<file path="config.mk">
export PLATFORM = sky130hd
export DESIGN_NAME = sdram_cmd_qualifier
export DESIGN_NICKNAME = d
export VERILOG_FILES = /design/src/rtl/sdcq_pkg.sv /design/src/rtl/sdcq_cmd_decode.sv /design/src/rtl/sdcq_addr_split.sv /design/src/rtl/sdcq_bank_track.sv /design/src/rtl/sdram_cmd_qualifier.sv
export SDC_FILE = /design/constraint.sdc
export NUM_CORES = 1
export LEC_CHECK = 0
export ABC_CLOCK_PERIOD_IN_PS = 1800
export BUFFER_PORTS_ARGS = -buffer_cell sky130_fd_sc_hd__buf_4
export CORE_MARGIN = 8
export CORE_UTILIZATION = 47
export DETAILED_ROUTE_END_ITERATION = 7
export PLACE_DENSITY = 0.78
export SKIP_CTS_REPAIR_TIMING = 1
export SLEW_MARGIN = 20
export SYNTH_ARGS = -nofsm -noshare
export SYNTH_HDL_FRONTEND = slang
export SYNTH_SLANG_ARGS = --single-unit
</file>
<file path="constraint.sdc">
create_clock -name clk -period 1.8 [get_ports clk]
set_clock_uncertainty 0.1 [all_clocks]
set_input_delay 0.09 -clock clk [delete_from_list [all_inputs] [get_ports clk]]
set_output_delay 0.09 -clock clk [all_outputs]
set_load 0.02 [all_outputs]
</file>
<file path="src/rtl/sdcq_pkg.sv">
package sdcq_pkg;

    typedef enum logic [2:0] {
        CMD_NONE,
        CMD_ACT,
        CMD_RD,
        CMD_WR,
        CMD_PRE,
        CMD_REF,
        CMD_MODE
    } cmd_e;

    // strobe levels {ras_n, cas_n, we_n}
    localparam logic [2:0] ENC_ACT  = 3'b011;
    localparam logic [2:0] ENC_RD   = 3'b101;
    localparam logic [2:0] ENC_WR   = 3'b100;
    localparam logic [2:0] ENC_PRE  = 3'b010;
    localparam logic [2:0] ENC_REF  = 3'b001;
    localparam logic [2:0] ENC_MODE = 3'b000;

endpackage

</file>
<file path="src/rtl/sdcq_cmd_decode.sv">
module sdcq_cmd_decode
    import sdcq_pkg::*;
(
    input  logic cke_i,
    input  logic cs_n_i,
    input  logic ras_n_i,
    input  logic cas_n_i,
    input  logic we_n_i,
    output cmd_e cmd_o
);

    logic       take;
    logic [2:0] code;

    always_comb begin
        take  = cke_i & ~cs_n_i;
        code  = {ras_n_i, cas_n_i, we_n_i};
        cmd_o = CMD_NONE;
        if (take) begin
            unique case (code)
                ENC_ACT:  cmd_o = CMD_ACT;
                ENC_RD:   cmd_o = CMD_RD;
                ENC_WR:   cmd_o = CMD_WR;
                ENC_PRE:  cmd_o = CMD_PRE;
                ENC_REF:  cmd_o = CMD_REF;
                ENC_MODE: cmd_o = CMD_MODE;
                default:  cmd_o = CMD_NONE;
            endcase
        end
    end

endmodule

</file>
<file path="src/rtl/sdcq_addr_split.sv">
module sdcq_addr_split #(
    parameter int ROW_W        = 12,
    parameter int COL_W        = 9,
    parameter int COL_NARROW_W = 8,
    parameter int AP_BIT       = 10
) (
    input  logic [ROW_W-1:0] addr_i,
    input  logic             x16_i,
    output logic [ROW_W-1:0] row_o,
    output logic [COL_W-1:0] col_o,
    output logic             ap_o
);

    logic [COL_W-1:0] col_wide;
    logic [COL_W-1:0] col_narrow;

    always_comb begin
        row_o      = addr_i;
        ap_o       = addr_i[AP_BIT];
        col_wide   = addr_i[COL_W-1:0];
        col_narrow = '0;
        col_narrow[COL_NARROW_W-1:0] = addr_i[COL_NARROW_W-1:0];
        col_o      = x16_i ? col_narrow : col_wide;
    end

endmodule

</file>
<file path="src/rtl/sdcq_bank_track.sv">
module sdcq_bank_track #(
    parameter int BANK_W = 2,
    localparam int NBANK = 1 << BANK_W
) (
    input  logic              clk,
    input  logic              rst_n,
    input  logic              set_i,
    input  logic              clr_one_i,
    input  logic              clr_all_i,
    input  logic [BANK_W-1:0] sel_i,
    output logic [NBANK-1:0]  open_o
);

    logic [NBANK-1:0] open_d;
    logic [NBANK-1:0] open_q;

    for (genvar b = 0; b < NBANK; b++) begin : g_bank
        logic hit;
        always_comb begin
            hit       = (sel_i == BANK_W'(b));
            open_d[b] = open_q[b];
            if (clr_all_i) begin
                open_d[b] = 1'b0;
            end else if (hit && set_i) begin
                open_d[b] = 1'b1;
            end else if (hit && clr_one_i) begin
                open_d[b] = 1'b0;
            end
        end

        always_ff @(posedge clk or negedge rst_n) begin
            if (!rst_n) open_q[b] <= 1'b0;
            else        open_q[b] <= open_d[b];
        end
    end

    assign open_o = open_q;

endmodule

</file>
<file path="src/rtl/sdram_cmd_qualifier.sv">
module sdram_cmd_qualifier
    import sdcq_pkg::*;
#(
    parameter int ROW_W        = 12,
    parameter int COL_W        = 9,
    parameter int COL_NARROW_W = 8,
    parameter int BANK_W       = 2,
    parameter int AP_BIT       = 10
) (
    input  logic                     clk,
    input  logic                     rst_n,
    input  logic                     cke_i,
    input  logic                     cs_n_i,
    input  logic                     ras_n_i,
    input  logic                     cas_n_i,
    input  logic                     we_n_i,
    input  logic [BANK_W-1:0]        ba_i,
    input  logic [ROW_W-1:0]         addr_i,
    input  logic                     x16_i,
    output logic                     act_o,
    output logic                     rd_o,
    output logic                     wr_o,
    output logic                     pre_o,
    output logic                     ref_o,
    output logic                     mrs_o,
    output logic                     emrs_o,
    output logic                     err_o,
    output logic                     pre_all_o,
    output logic                     auto_pre_o,
    output logic                     pwr_dn_o,
    output logic                     susp_o,
    output logic [BANK_W-1:0]        bank_o,
    output logic [ROW_W-1:0]         row_o,
    output logic [COL_W-1:0]         col_o,
    output logic [(1<<BANK_W)-1:0]   bank_open_o
);

    localparam int NBANK = 1 << BANK_W;

    typedef struct packed {
        logic              act;
        logic              rd;
        logic              wr;
        logic              pre;
        logic              refr;
        logic              mrs;
        logic              emrs;
        logic              err;
        logic              pre_all;
        logic              auto_pre;
        logic              pwr_dn;
        logic              susp;
        logic [BANK_W-1:0] bank;
        logic [ROW_W-1:0]  row;
        logic [COL_W-1:0]  col;
    } evt_t;

    evt_t st_d;
    evt_t st_q;

    cmd_e             cmd;
    logic [ROW_W-1:0] row_w;
    logic [COL_W-1:0] col_w;
    logic             ap_w;
    logic [NBANK-1:0] open_w;
    logic             bank_hit;
    logic             trk_set;
    logic             trk_clr_one;
    logic             trk_clr_all;

    sdcq_cmd_decode u_dec (
        .cke_i   (cke_i),
        .cs_n_i  (cs_n_i),
        .ras_n_i (ras_n_i),
        .cas_n_i (cas_n_i),
        .we_n_i  (we_n_i),
        .cmd_o   (cmd)
    );

    sdcq_addr_split #(
        .ROW_W        (ROW_W),
        .COL_W        (COL_W),
        .COL_NARROW_W (COL_NARROW_W),
        .AP_BIT       (AP_BIT)
    ) u_split (
        .addr_i (addr_i),
        .x16_i  (x16_i),
        .row_o  (row_w),
        .col_o  (col_w),
        .ap_o   (ap_w)
    );

    sdcq_bank_track #(
        .BANK_W (BANK_W)
    ) u_trk (
        .clk       (clk),
        .rst_n     (rst_n),
        .set_i     (trk_set),
        .clr_one_i (trk_clr_one),
        .clr_all_i (trk_clr_all),
        .sel_i     (ba_i),
        .open_o    (open_w)
    );

    // next-state: event fields and bank flag control
    always_comb begin
        st_d        = '0;
        bank_hit    = open_w[ba_i];
        trk_set     = 1'b0;
        trk_clr_one = 1'b0;
        trk_clr_all = 1'b0;

        unique case (cmd)
            CMD_ACT: begin
                st_d.act  = 1'b1;
                st_d.bank = ba_i;
                st_d.row  = row_w;
                trk_set   = 1'b1;
            end
            CMD_RD, CMD_WR: begin
                st_d.bank = ba_i;
                if (bank_hit) begin
                    st_d.rd       = (cmd == CMD_RD);
                    st_d.wr       = (cmd == CMD_WR);
                    st_d.col      = col_w;
                    st_d.auto_pre = ap_w;
                    trk_clr_one   = ap_w;
                end else begin
                    st_d.err = 1'b1;
                end
            end
            CMD_PRE: begin
                st_d.pre     = 1'b1;
                st_d.bank    = ba_i;
                st_d.pre_all = ap_w;
                trk_clr_all  = ap_w;
                trk_clr_one  = ~ap_w;
            end
            CMD_REF: begin
                st_d.refr = 1'b1;
            end
            CMD_MODE: begin
                st_d.mrs  = ~ba_i[0];
                st_d.emrs = ba_i[0];
                st_d.row  = row_w;
            end
            default: begin
                st_d = '0;
            end
        endcase

        if (!cke_i) begin
            st_d.pwr_dn = ~|open_w;
            st_d.susp   = |open_w;
        end
    end

    always_ff @(posedge clk or negedge rst_n) begin
        if (!rst_n) st_q <= '0;
        else        st_q <= st_d;
    end

    assign act_o       = st_q.act;
    assign rd_o        = st_q.rd;
    assign wr_o        = st_q.wr;
    assign pre_o       = st_q.pre;
    assign ref_o       = st_q.refr;
    assign mrs_o       = st_q.mrs;
    assign emrs_o      = st_q.emrs;
    assign err_o       = st_q.err;
    assign pre_all_o   = st_q.pre_all;
    assign auto_pre_o  = st_q.auto_pre;
    assign pwr_dn_o    = st_q.pwr_dn;
    assign susp_o      = st_q.susp;
    assign bank_o      = st_q.bank;
    assign row_o       = st_q.row;
    assign col_o       = st_q.col;
    assign bank_open_o = open_w;

endmodule

</file>
==> results of run 1 <==
tightest hold or removal path, delay by kind of cell:
kind	cells	cell delay (ns)
and+or+nand+nor	1	0.08
buffers and inverters	2	0.29
registers in the layout (all words and copies together), names as in the netlist:
| name | cells |
|---|---|
| emrs_o | 1 |
| act_o | 1 |
| col_o | 9 |
| row_o | 12 |
| err_o | 1 |
| bank_o | 2 |
| pwr_dn_o | 1 |
| ref_o | 1 |
| auto_pre_o | 1 |
| pre_all_o | 1 |
| susp_o | 1 |
| rd_o | 1 |
| u_trk.open_o | 4 |
| pre_o | 1 |
| mrs_o | 1 |
| wr_o | 1 |
path summary, 6_finish.rpt:
check / endpoint / cells after the start / slack (ns) / startpoint
setup / recovery: col_o[8]$_DFF_PN0_ / 5 / 0.15 / ba_i[0]
hold / removal: bank_o[1]$_DFF_PN0_ / 3 / 0.06 / ba_i[1]
setup reg to reg: col_o[8]$_DFF_PN0_ / 3 / 0.25 / u_trk.open_o[2]$_DFFE_PN0P_
hold reg to reg: susp_o$_DFF_PN0_ / 2 / 0.57 / u_trk.open_o[3]$_DFFE_PN0P_
max in group asynchronous: bank_o[1]$_DFF_PN0_ / 2 / 1.12 / rst_n
min in group asynchronous: col_o[4]$_DFF_PN0_ / 2 / 0.15 / rst_n
metrics by stage:
stage	instances	area, µm²	worst slack, ns	util [%]	hold WS (ns)
6_report	240	2260	0.149	74.2	0.0638
3_3_place_gp	212	1980	0.307	64.8	-0.0273
5_1_grt	240	2260	0.0492	74.2	0.0700
2_1_floorplan	115	1510	0.195	-	-0.306
3_5_place_dp	212	1980	0.261	64.8	-0.0169
4_1_cts	220	2060	0.234	67.6	-0.399
area by class of cell:
| type | count | area share (%) |
|---|---|---|
| well taps | 44 | 2.43 |
| clock buffers | 6 | 2.27 |
| repair buffers | 81 | 29.1 |
| clock inverters | 2 | 1.55 |
| multi-input cells | 66 | 21.3 |
| flip-flops and latches | 39 | 43.1 |
| inverters | 2 | 0.331 |
synth_stat cells (all sizes together) (3+ instances only):
master and instances:
dfrtp 39, nor4 6, and2 26, a31oi 4, buf 7, o22ai 4
nor2 3, a211oi 4, nor3 3
cells by family after synthesis:
group | count (synthesis)
xor gates and xnor gates | 2
AOI/OAI and AO/OA | 12
and+or+nand+nor | 51
buffers and inverters | 10
DFF | 39
muxes | 1
routing by layer:
layer,share of wire (%),GRT usage [%],vias up
met2,47,20.7,73
met5,0,0,-
met3,11,6.46,14
met1,39,16.4,544
li1,-,-,558
met4,3.0,6.44,0
power by group through the flow:
stage          registers (mW)  clock network [mW]  logic [mW]
2_1_floorplan            1.02                   0       0.102
3_3_place_gp            0.961                   0       0.297
3_5_place_dp            0.968                   0       0.304
4_1_cts                 0.951               0.621       0.305
5_1_grt                 0.959               0.656       0.365
6_report                0.953               0.605       0.338
==> flow_metrics.py, run 1 <==
metrics = {
    "power": {
        "power_frac_seq_pct": 50.3,
        "p_comb_share_pct": 17.8,
        "intPower_mw": 1.41,
        "netSwitchingPower_uw": 484,
        "ir_worst_vdd_mv": 0.531,
        "p_sw_share_pct": 25.5,
        "pwr_density_cell_nw_per_um2": 837,
        "clock_power_share_pct": 31.9,
        "p_leak_nw": 1.16,
        "total_power_mw": 1.90,
    },
    "grt": {
        "antenna_found_initial": 0,
        "grt.overflow.total": 0,
        "grt_usage_pct": 13.8,
        "grt_pass1_vias": 1221,
        "grt_pass1_wl_um": 5710,
        "grt_max_degree": 40,
    },
    "yosys": {
        "yosysTopAreaCell": "dfrtp_1",
        "synth_edf_count": 0,
        "synth_nets": 137,
        "synth_warnings": 0,
        "ys_ff_latch": 39,
        "synth_area_um2": 1510,
        "synth_area_per_cell_um2": 13.2,
        "syn_inst": 115,
        "synth_cell_types": 28,
        "synth_mux_area_share_pct": 1.49,
        "async_flop_share_pct": 100,
        "netlist.area_leader.share_pct": 64.5,
        "yosys.area_share.simple_pct": 23.9,
        "yosysSeqAreaShare_pct": 64.5,
        "synth-xor-area-share_pct": 1.16,
        "yosys-top-cells-area": "dfrtp_1 65%, and2_1 10%, nor4_1 2.5%",
        "synth-adder-area-share_pct": 0,
        "synth_compound_gate_area_share_pct": 5.29,
        "synth_flop_cell": "dfrtp_1",
        "synth_top_family_by_area": "simple AND/OR/NAND/NOR gates",
    },
    "critical_path": {
        "start_kind": "input pin",
        "path_cells": "dlygate4sd3_1 > buf_4 > mux4_2 > nor4bb_4 > and3b_1",
        "cp_data_arrival_time_ns": 1.83,
        "slowest_delay_ns": 0.53,
        "cpLargestDelayFamily": "buffers and inverters",
        "required_ns": 1.98,
        "cp-end-kind": "flop",
        "crit_path_max_fanout": 12,
        "critPathKind": "in -> reg",
        "crit_path_top_delay_cell": "dlygate4sd3_1",
        "path_buf_inv": 2,
    },
    "timing": {
        "finalCriticalPeriod_ns": 1.65,
        "fmax_mhz": 606,
        "slew_viol_final": 0,
        "fin_setup_tns_ns": 0,
        "hold_viol_final": 0,
        "fin_crit_sh_pct": 91.7,
        "setup-violations-final": 0,
        "worstMarginPinSlew_ns": 0.509,
        "slew-limit-headroom_pct": 66.0,
        "rsz0062_at_grt": "false",
    },
    "clock_tree": {
        "clk_latency_ns": 0.34,
        "cts_root_buf": "clkbuf_4",
        "htree_levels": 2,
        "cts_buffers": 5,
        "cts_tree": "built",
        "cts_num_sinks": 39,
        "max-clock-path-buffers": 2,
        "cts.clk_slew.worst_paths_ns": 0.11,
    },
    "routing": {
        "wire_per_inst_um": 15.9,
        "drt-pass1-iter-count": 4,
        "routed_wl_um": 3830,
        "drtIter0Drc": 86,
        "antenna_left": 0,
        "vias": 1189,
        "viasPerCell": 4.95,
        "drcViolationCount": 0,
    },
    "place": {
        "gp_congestion": 0.756,
        "port-buffer-count": 60,
        "dpl.hpwl_um": 2580,
    },
    "final_layout": {
        "multi_input_area_um2": 482,
        "mostFrequentLayoutCell": "buf_4",
        "fillCellCount": 209,
        "nets": 217,
        "mostFrequentLayoutCells": "61 x buf_4, 39 x dfrtp_1, 25 x and2_1",
        "area_growth_pct": 49.7,
        "seqCellArea_um2": 976,
        "n_antenna_cell": 0,
        "layout-drive-gt1-share_pct": 37.8,
    },
    "floorplanning": {
        "dieArea_um2": 5290,
        "initial_core_util_pct": 49.5,
        "rows": 20,
        "core_um2": 3050,
        "io_pins": 61,
        "die-height_um": 72.7,
        "die_x_um": 72.7,
    },
    "job": {
        "cap_violations": 0,
    },
    "status": {
        "outcome": "finished clean",
    },
    "worst_hold_path": {
        "min_path_type": "in -> reg",
    },
}
No activity file was read; power rests on OpenSTA's default activity.
==> run 2, diff against run 1 <==
--- a/config.mk
+++ b/config.mk
@@ -5,12 +5,14 @@
 export SDC_FILE = /design/constraint.sdc
 export NUM_CORES = 1
 export LEC_CHECK = 0
-export ABC_CLOCK_PERIOD_IN_PS = 1800
+export ABC_CLOCK_PERIOD_IN_PS = 1790
 export BUFFER_PORTS_ARGS = -buffer_cell sky130_fd_sc_hd__buf_4
+export CELL_PAD_IN_SITES_DETAIL_PLACEMENT = 1
+export CELL_PAD_IN_SITES_GLOBAL_PLACEMENT = 2
 export CORE_MARGIN = 8
-export CORE_UTILIZATION = 47
+export CORE_UTILIZATION = 29
 export DETAILED_ROUTE_END_ITERATION = 7
-export PLACE_DENSITY = 0.78
+export PLACE_DENSITY_LB_ADDON = 0.1
 export SKIP_CTS_REPAIR_TIMING = 1
 export SLEW_MARGIN = 20
 export SYNTH_ARGS = -nofsm -noshare
==> constraint.sdc (replaced) <==
create_clock -name clk -period 1.79 [get_ports clk]
set_clock_uncertainty 0.1 [all_clocks]
set_input_delay 0.0895 -clock clk [delete_from_list [all_inputs] [get_ports clk]]
set_output_delay 0.0895 -clock clk [all_outputs]
set_load 0.02 [all_outputs]
==> run 2 against run 1 <==
Effect of this change:
- the run now ends with hold timing left
- setup slack better by 0.018 ns
- critical path depth down 2
- non-clock buffer count down 3
- combinational power about the same
- core utilization down 29 points
- count of clock-buffer cells in the layout unchanged
- sequential power up 0.7%
- final cell count up 9.6%
- power up 8.4%
- largest power group unchanged
==> flow_metrics.py, run 2 (synthesis results as in run 1) <==
metrics = {
    "grt": {
        "grt.overflow.total": 0,
        "grt.met1_usage_pct": 12.7,
        "met3_usage_pct": 4.64,
        "grt_max_degree": 40,
        "grt_usage_pct": 11.8,
        "top_usage_layer": "met2",
        "use_met2_pct": 19.9,
        "grt_pass1_vias": 1267,
        "antenna_found_initial": 0,
        "grt_pass1_wl_um": 6920,
    },
    "critical_path": {
        "r2r_slack_ns": 0.17,
        "cp-end-kind": "flop",
        "required_ns": 1.92,
        "slowest_delay_ns": 0.49,
        "r2r_cells": 3,
        "start_kind": "flop",
        "critPathKind": "reg -> reg",
        "crit_path_max_fanout": 12,
        "path_cells": "mux4_2 > nor4bb_4 > and3b_1",
        "cp_data_arrival_time_ns": 1.75,
        "r2r_start": "u_trk.open_o[2]$_DFFE_PN0P_",
        "r2r_end": "col_o[8]$_DFF_PN0_",
        "crit_path_top_delay_cell": "nor4bb_4",
    },
    "floorplanning": {
        "core_um2": 5070,
        "dieArea_um2": 7780,
        "io_pins": 61,
        "rows": 26,
        "die_x_um": 88.2,
        "initial_core_util_pct": 29.8,
        "die-height_um": 88.2,
    },
    "final_layout": {
        "nets": 214,
        "largest_reg_flops": 12,
        "layout-drive-gt1-share_pct": 38.3,
        "mostFrequentLayoutCell": "buf_4",
        "mostFrequentLayoutCells": "61 x buf_4, 39 x dfrtp_1, 25 x and2_1",
        "n_antenna_cell": 0,
        "area_growth_pct": 51.9,
        "fin_util_pct": 45.3,
    },
    "timing": {
        "whs_ns": -0.00420,
        "fin_crit_sh_pct": 90.7,
        "slew_viol_final": 0,
        "rsz0062_at_grt": "false",
        "worstMarginPinSlew_ns": 0.564,
        "fin_setup_tns_ns": 0,
        "finalWorstSetupSlack_ns": 0.167,
        "slew-limit-headroom_pct": 62.3,
        "setup-violations-final": 0,
        "finalCriticalPeriod_ns": 1.62,
        "fmax_mhz": 616,
        "hold_viol_final": 1,
    },
    "routing": {
        "vias": 1169,
        "drcViolationCount": 0,
        "routed_wl_um": 4430,
        "viasPerCell": 4.44,
        "wire_per_inst_um": 16.8,
        "drtIter0Drc": 30,
        "drt-pass1-iter-count": 4,
        "antenna_left": 0,
    },
    "clock_tree": {
        "max-clock-path-buffers": 2,
        "cts_root_buf": "clkbuf_8",
        "cts.clk_slew.worst_paths_ns": 0.08,
        "cts_buffers": 5,
        "cts_num_sinks": 39,
        "cts_tree": "built",
        "clk_latency_ns": 0.29,
        "htree_levels": 2,
    },
    "status": {
        "violations": "hold timing",
        "outcome": "complete, but fails checks",
    },
    "place": {
        "pre_cts_ws_ns": 0.168,
        "gp_congestion": 0.777,
        "port-buffer-count": 60,
    },
    "worst_hold_path": {
        "min_to": "wr_o$_DFF_PN0_",
        "hold_path_depth": 2,
        "min_path_type": "in -> reg",
        "worstHoldStart": "we_n_i",
    },
    "job": {
        "cap_violations": 0,
    },
    "power": {
        "p_leak_nw": 1.16,
        "pwr_density_cell_nw_per_um2": 894,
        "ir_worst_vdd_mv": 0.354,
        "total_power_mw": 2.05,
    },
}
## run 2: changes by cell type in the layout (fill, tap and decap cells not counted)
| cell | before | now |
|---|---|---|
| dlygate4sd3_1 | 20 | 17 |
| clkbuf_4 | 5 | 0 |
| clkbuf_8 | 1 | 6 |
## run 2: layout make-up
cell class	count	area, µm²
sequential	39	976
inverter	2	7.51
tap	70	87.6
timing repair buffer	78	628
clock buffer	6	82.6
clock inverter	2	35.0
multi-input combinational	66	482
fill	563	2780
## run 2: worst max-delay path, delay by kind of cell, from the launching register on
family	cells	cell delay (ns)
flops	1	0.44
mux	1	0.28
simple gates	2	0.74
## run 2: power by group
group          internal (mW)  switching [mW]  total [mW]  leakage, nW
clock network          0.451           0.307       0.758       0.0612
logic                  0.164           0.173       0.337        0.562
registers              0.922          0.0376       0.960        0.534
## run 2: worst max-delay path by stage
stage,cells after the start,to,from
2_1_floorplan,4,auto_pre_o$_DFF_PN0_,u_trk.open_o[3]$_DFFE_PN0P_
3_3_place_gp,3,col_o[8]$_DFF_PN0_,u_trk.open_o[2]$_DFFE_PN0P_
3_5_place_dp,3,col_o[8]$_DFF_PN0_,u_trk.open_o[1]$_DFFE_PN0P_
4_1_cts,3,col_o[8]$_DFF_PN0_,u_trk.open_o[1]$_DFFE_PN0P_
5_1_grt,3,col_o[8]$_DFF_PN0_,u_trk.open_o[2]$_DFFE_PN0P_
6_report,3,col_o[8]$_DFF_PN0_,u_trk.open_o[2]$_DFFE_PN0P_
## run 2: stage by stage
step / area [µm²] / cells
6_report: 2300 / 263
5_1_grt: 2300 / 263
4_1_cts: 2130 / 246
3_5_place_dp: 2010 / 238
3_3_place_gp: 2010 / 238
2_1_floorplan: 1510 / 115
## run 2: routing by layer
metal | up-vias | part of all wire (%) | wire length (µm)
met5 | - | 0 | 0
met4 | 0 | 1.4 | 64
met2 | 42 | 49 | 2190
li1 | 548 | - | -
met3 | 7 | 9.1 | 405
met1 | 572 | 40 | 1770
==> run 3, diff against run 2 <==
--- a/config.mk
+++ b/config.mk
@@ -10,11 +10,12 @@
 export CELL_PAD_IN_SITES_DETAIL_PLACEMENT = 1
 export CELL_PAD_IN_SITES_GLOBAL_PLACEMENT = 2
 export CORE_MARGIN = 8
-export CORE_UTILIZATION = 29
+export CORE_UTILIZATION = 31
 export DETAILED_ROUTE_END_ITERATION = 7
 export PLACE_DENSITY_LB_ADDON = 0.1
 export SKIP_CTS_REPAIR_TIMING = 1
 export SLEW_MARGIN = 20
 export SYNTH_ARGS = -nofsm -noshare
 export SYNTH_HDL_FRONTEND = slang
+export SYNTH_HIERARCHICAL = 1
 export SYNTH_SLANG_ARGS = --single-unit
==> run 3 against run 2 <==
Effect of this change:
- the flow now finishes without violations
- via count grew 5.1%
- sequential power fell by 0.5%
- flip-flop and latch count did not move
- non-clock buffer count is 15 higher
- power rose by 2.6%
- synthesized cell count rose by 12%
- sequential share of layout area decreased by 3.2 points
- final cell count rose by 5.3%
- count of clock-buffer cells in the layout unchanged
- largest power group unchanged
==> flow_metrics.py, run 3 <==
metrics = {
    "clock_tree": {
        "htree_levels": 2,
        "cts_buffers": 5,
        "cts_num_sinks": 39,
        "max-clock-path-buffers": 2,
        "clk_latency_ns": 0.29,
        "cts.clk_slew.worst_paths_ns": 0.07,
        "cts_tree": "built",
        "cts_root_buf": "clkbuf_8",
    },
    "floorplanning": {
        "dieArea_um2": 8050,
        "io_pins": 61,
        "rows": 27,
        "die_x_um": 89.7,
        "core_um2": 5370,
        "initial_core_util_pct": 31.4,
        "die-height_um": 89.7,
    },
    "place": {
        "dpl_cell_area_um2": 2220,
        "dp.cells": 254,
        "port-buffer-count": 60,
        "gp_congestion": 0.741,
        "dpl.hpwl_um": 3360,
    },
    "yosys": {
        "synth_edf_count": 0,
        "synth_nets": 151,
        "synth_warnings": 6,
        "synth_cell_types": 35,
        "yosysMostFrequentCell": "dfrtp_1",
        "synth_common_cells": "39 x dfrtp_1, 21 x buf_4, 10 x and3_1, 9 x a21boi_2, 4 x a31o_2",
        "yosys-top-cells-area": "dfrtp_1 58%, buf_4 9.4%, a21boi_2 6.0%",
        "syn_inst": 129,
        "synth_area_um2": 1690,
        "synth_area_per_cell_um2": 13.1,
        "async_flop_share_pct": 100,
        "netlist.area_leader.share_pct": 57.9,
        "synth_flop_cell": "dfrtp_1",
        "ys_ff_latch": 39,
        "yosysTopAreaCell": "dfrtp_1",
        "yosysSeqAreaShare_pct": 57.9,
    },
    "critical_path": {
        "required_ns": 1.88,
        "crit_path_max_fanout": 5,
        "critPathKind": "in -> reg",
        "cpLargestDelayFamily": "buffers and inverters",
        "path_buf_inv": 2,
        "crit_path_top_delay_cell": "dlygate4sd3_1",
        "path_cells": "dlygate4sd3_1 > buf_4 > nor4b_1 > a31o_2 > or3b_1 > a31o_1",
        "start_kind": "input pin",
        "cp-end-kind": "flop",
        "slowest_delay_ns": 0.54,
        "cp_data_arrival_time_ns": 1.81,
    },
    "timing": {
        "setup-violations-final": 0,
        "whs_ns": 0.0221,
        "worstMarginPinSlew_ns": 0.494,
        "slew_viol_final": 0,
        "rsz0062_at_grt": "false",
        "hold_viol_final": 0,
        "fin_setup_tns_ns": 0,
        "fmax_mhz": 580,
        "finalCriticalPeriod_ns": 1.72,
        "slew-limit-headroom_pct": 67.1,
        "fin_crit_sh_pct": 96.2,
    },
    "routing": {
        "drcViolationCount": 0,
        "vias": 1229,
        "drtIter0Drc": 37,
        "drt-pass1-iter-count": 4,
        "wire_per_inst_um": 16.3,
        "routed_wl_um": 4530,
        "viasPerCell": 4.44,
        "antenna_left": 0,
    },
    "final_layout": {
        "stdcell_count": 277,
        "largest_reg_flops": 12,
        "nets": 226,
        "mostFrequentLayoutCell": "buf_4",
        "multi_input_area_um2": 556,
        "area_growth_pct": 47.5,
        "n_antenna_cell": 0,
        "layout-drive-gt1-share_pct": 55.1,
        "fillCellCount": 564,
        "seqCellArea_um2": 976,
        "design_area_um2": 2490,
        "mostFrequentLayoutCells": "78 x buf_4, 39 x dfrtp_1, 15 x dlygate4sd3_1",
    },
    "power": {
        "ir_worst_vdd_mv": 0.430,
        "pwr_density_cell_nw_per_um2": 848,
        "p_leak_nw": 1.29,
        "total_power_mw": 2.11,
    },
    "grt": {
        "grt.overflow.total": 0,
        "met3_usage_pct": 4.07,
        "use_met2_pct": 17.5,
        "grt.met1_usage_pct": 13.8,
        "top_usage_layer": "met2",
        "grt_pass1_wl_um": 7200,
        "grt_max_degree": 40,
        "grt_pass1_vias": 1316,
        "grt_usage_pct": 11.2,
        "antenna_found_initial": 0,
    },
    "job": {
        "cap_violations": 0,
    },
    "worst_hold_path": {
        "min_path_type": "in -> reg",
    },
    "status": {
        "outcome": "finished clean",
    },
}
-- run 3: final cells by class --
type / instances / area share (%)
clock buffers: 6 / 3.32
flip-flops and latches: 39 / 39.3
repair buffers: 93 / 29.6
inverters: 3 / 0.453
well taps: 72 / 3.62
clock inverters: 2 / 1.41
multi-input cells: 62 / 22.3
-- run 3: worst paths after layout --
path	from	cells past startpoint	slack, ns	endpoint
worst max-delay path	addr_i[10]	6	0.07	u_trk/open_o[0]$_DFFE_PN0P_
worst min-delay path	x16_i	3	0.02	col_o[8]$_DFF_PN0_
worst max register to register	u_trk/open_o[3]$_DFFE_PN0P_	5	0.07	u_trk/open_o[1]$_DFFE_PN0P_
worst min register to register	u_trk/open_o[3]$_DFFE_PN0P_	1	0.49	u_trk/open_o[3]$_DFFE_PN0P_
max in group asynchronous	rst_n	2	1.04	pre_all_o$_DFF_PN0_
min in group asynchronous	rst_n	2	0.20	col_o[6]$_DFF_PN0_
-- run 3: tightest hold or removal path: cells and delay by family --
family | cells | cell delay (ns)
buf+inv | 1 | 0.10
simple gates | 2 | 0.19
-- run 3: stage by stage --
step / setup slack [ns] / utilization, %
floorplan: 0.000598 / -
CTS: 0.0638 / 43.5
global placement: -0.0275 / 41.3
finish: 0.0672 / 46.3
global route: 0.0307 / 46.3
detailed placement: -0.154 / 41.3
-- run 3: cell families after synthesis --
| logic type | Yosys count | share of synthesized area, % |
|---|---|---|
| mux | 1 | 1.34 |
| compound gates | 20 | 11.1 |
| buf+inv | 28 | 11.9 |
| simple gates | 41 | 17.7 |
| flops | 39 | 57.9 |
-- run 3: report_power, final --
group / total, mW / switching, mW / internal [mW]
combinational: 0.396 / 0.197 / 0.199
clock: 0.757 / 0.306 / 0.451
sequential: 0.955 / 0.0282 / 0.927
total: 2.11 / 0.531 / 1.58
-- run 3: layer usage --
metal,vias up,part of all wire (%)
met2,41,48
li1,575,-
met1,607,43
met4,0,1.3
met5,-,0
met3,6,7.3
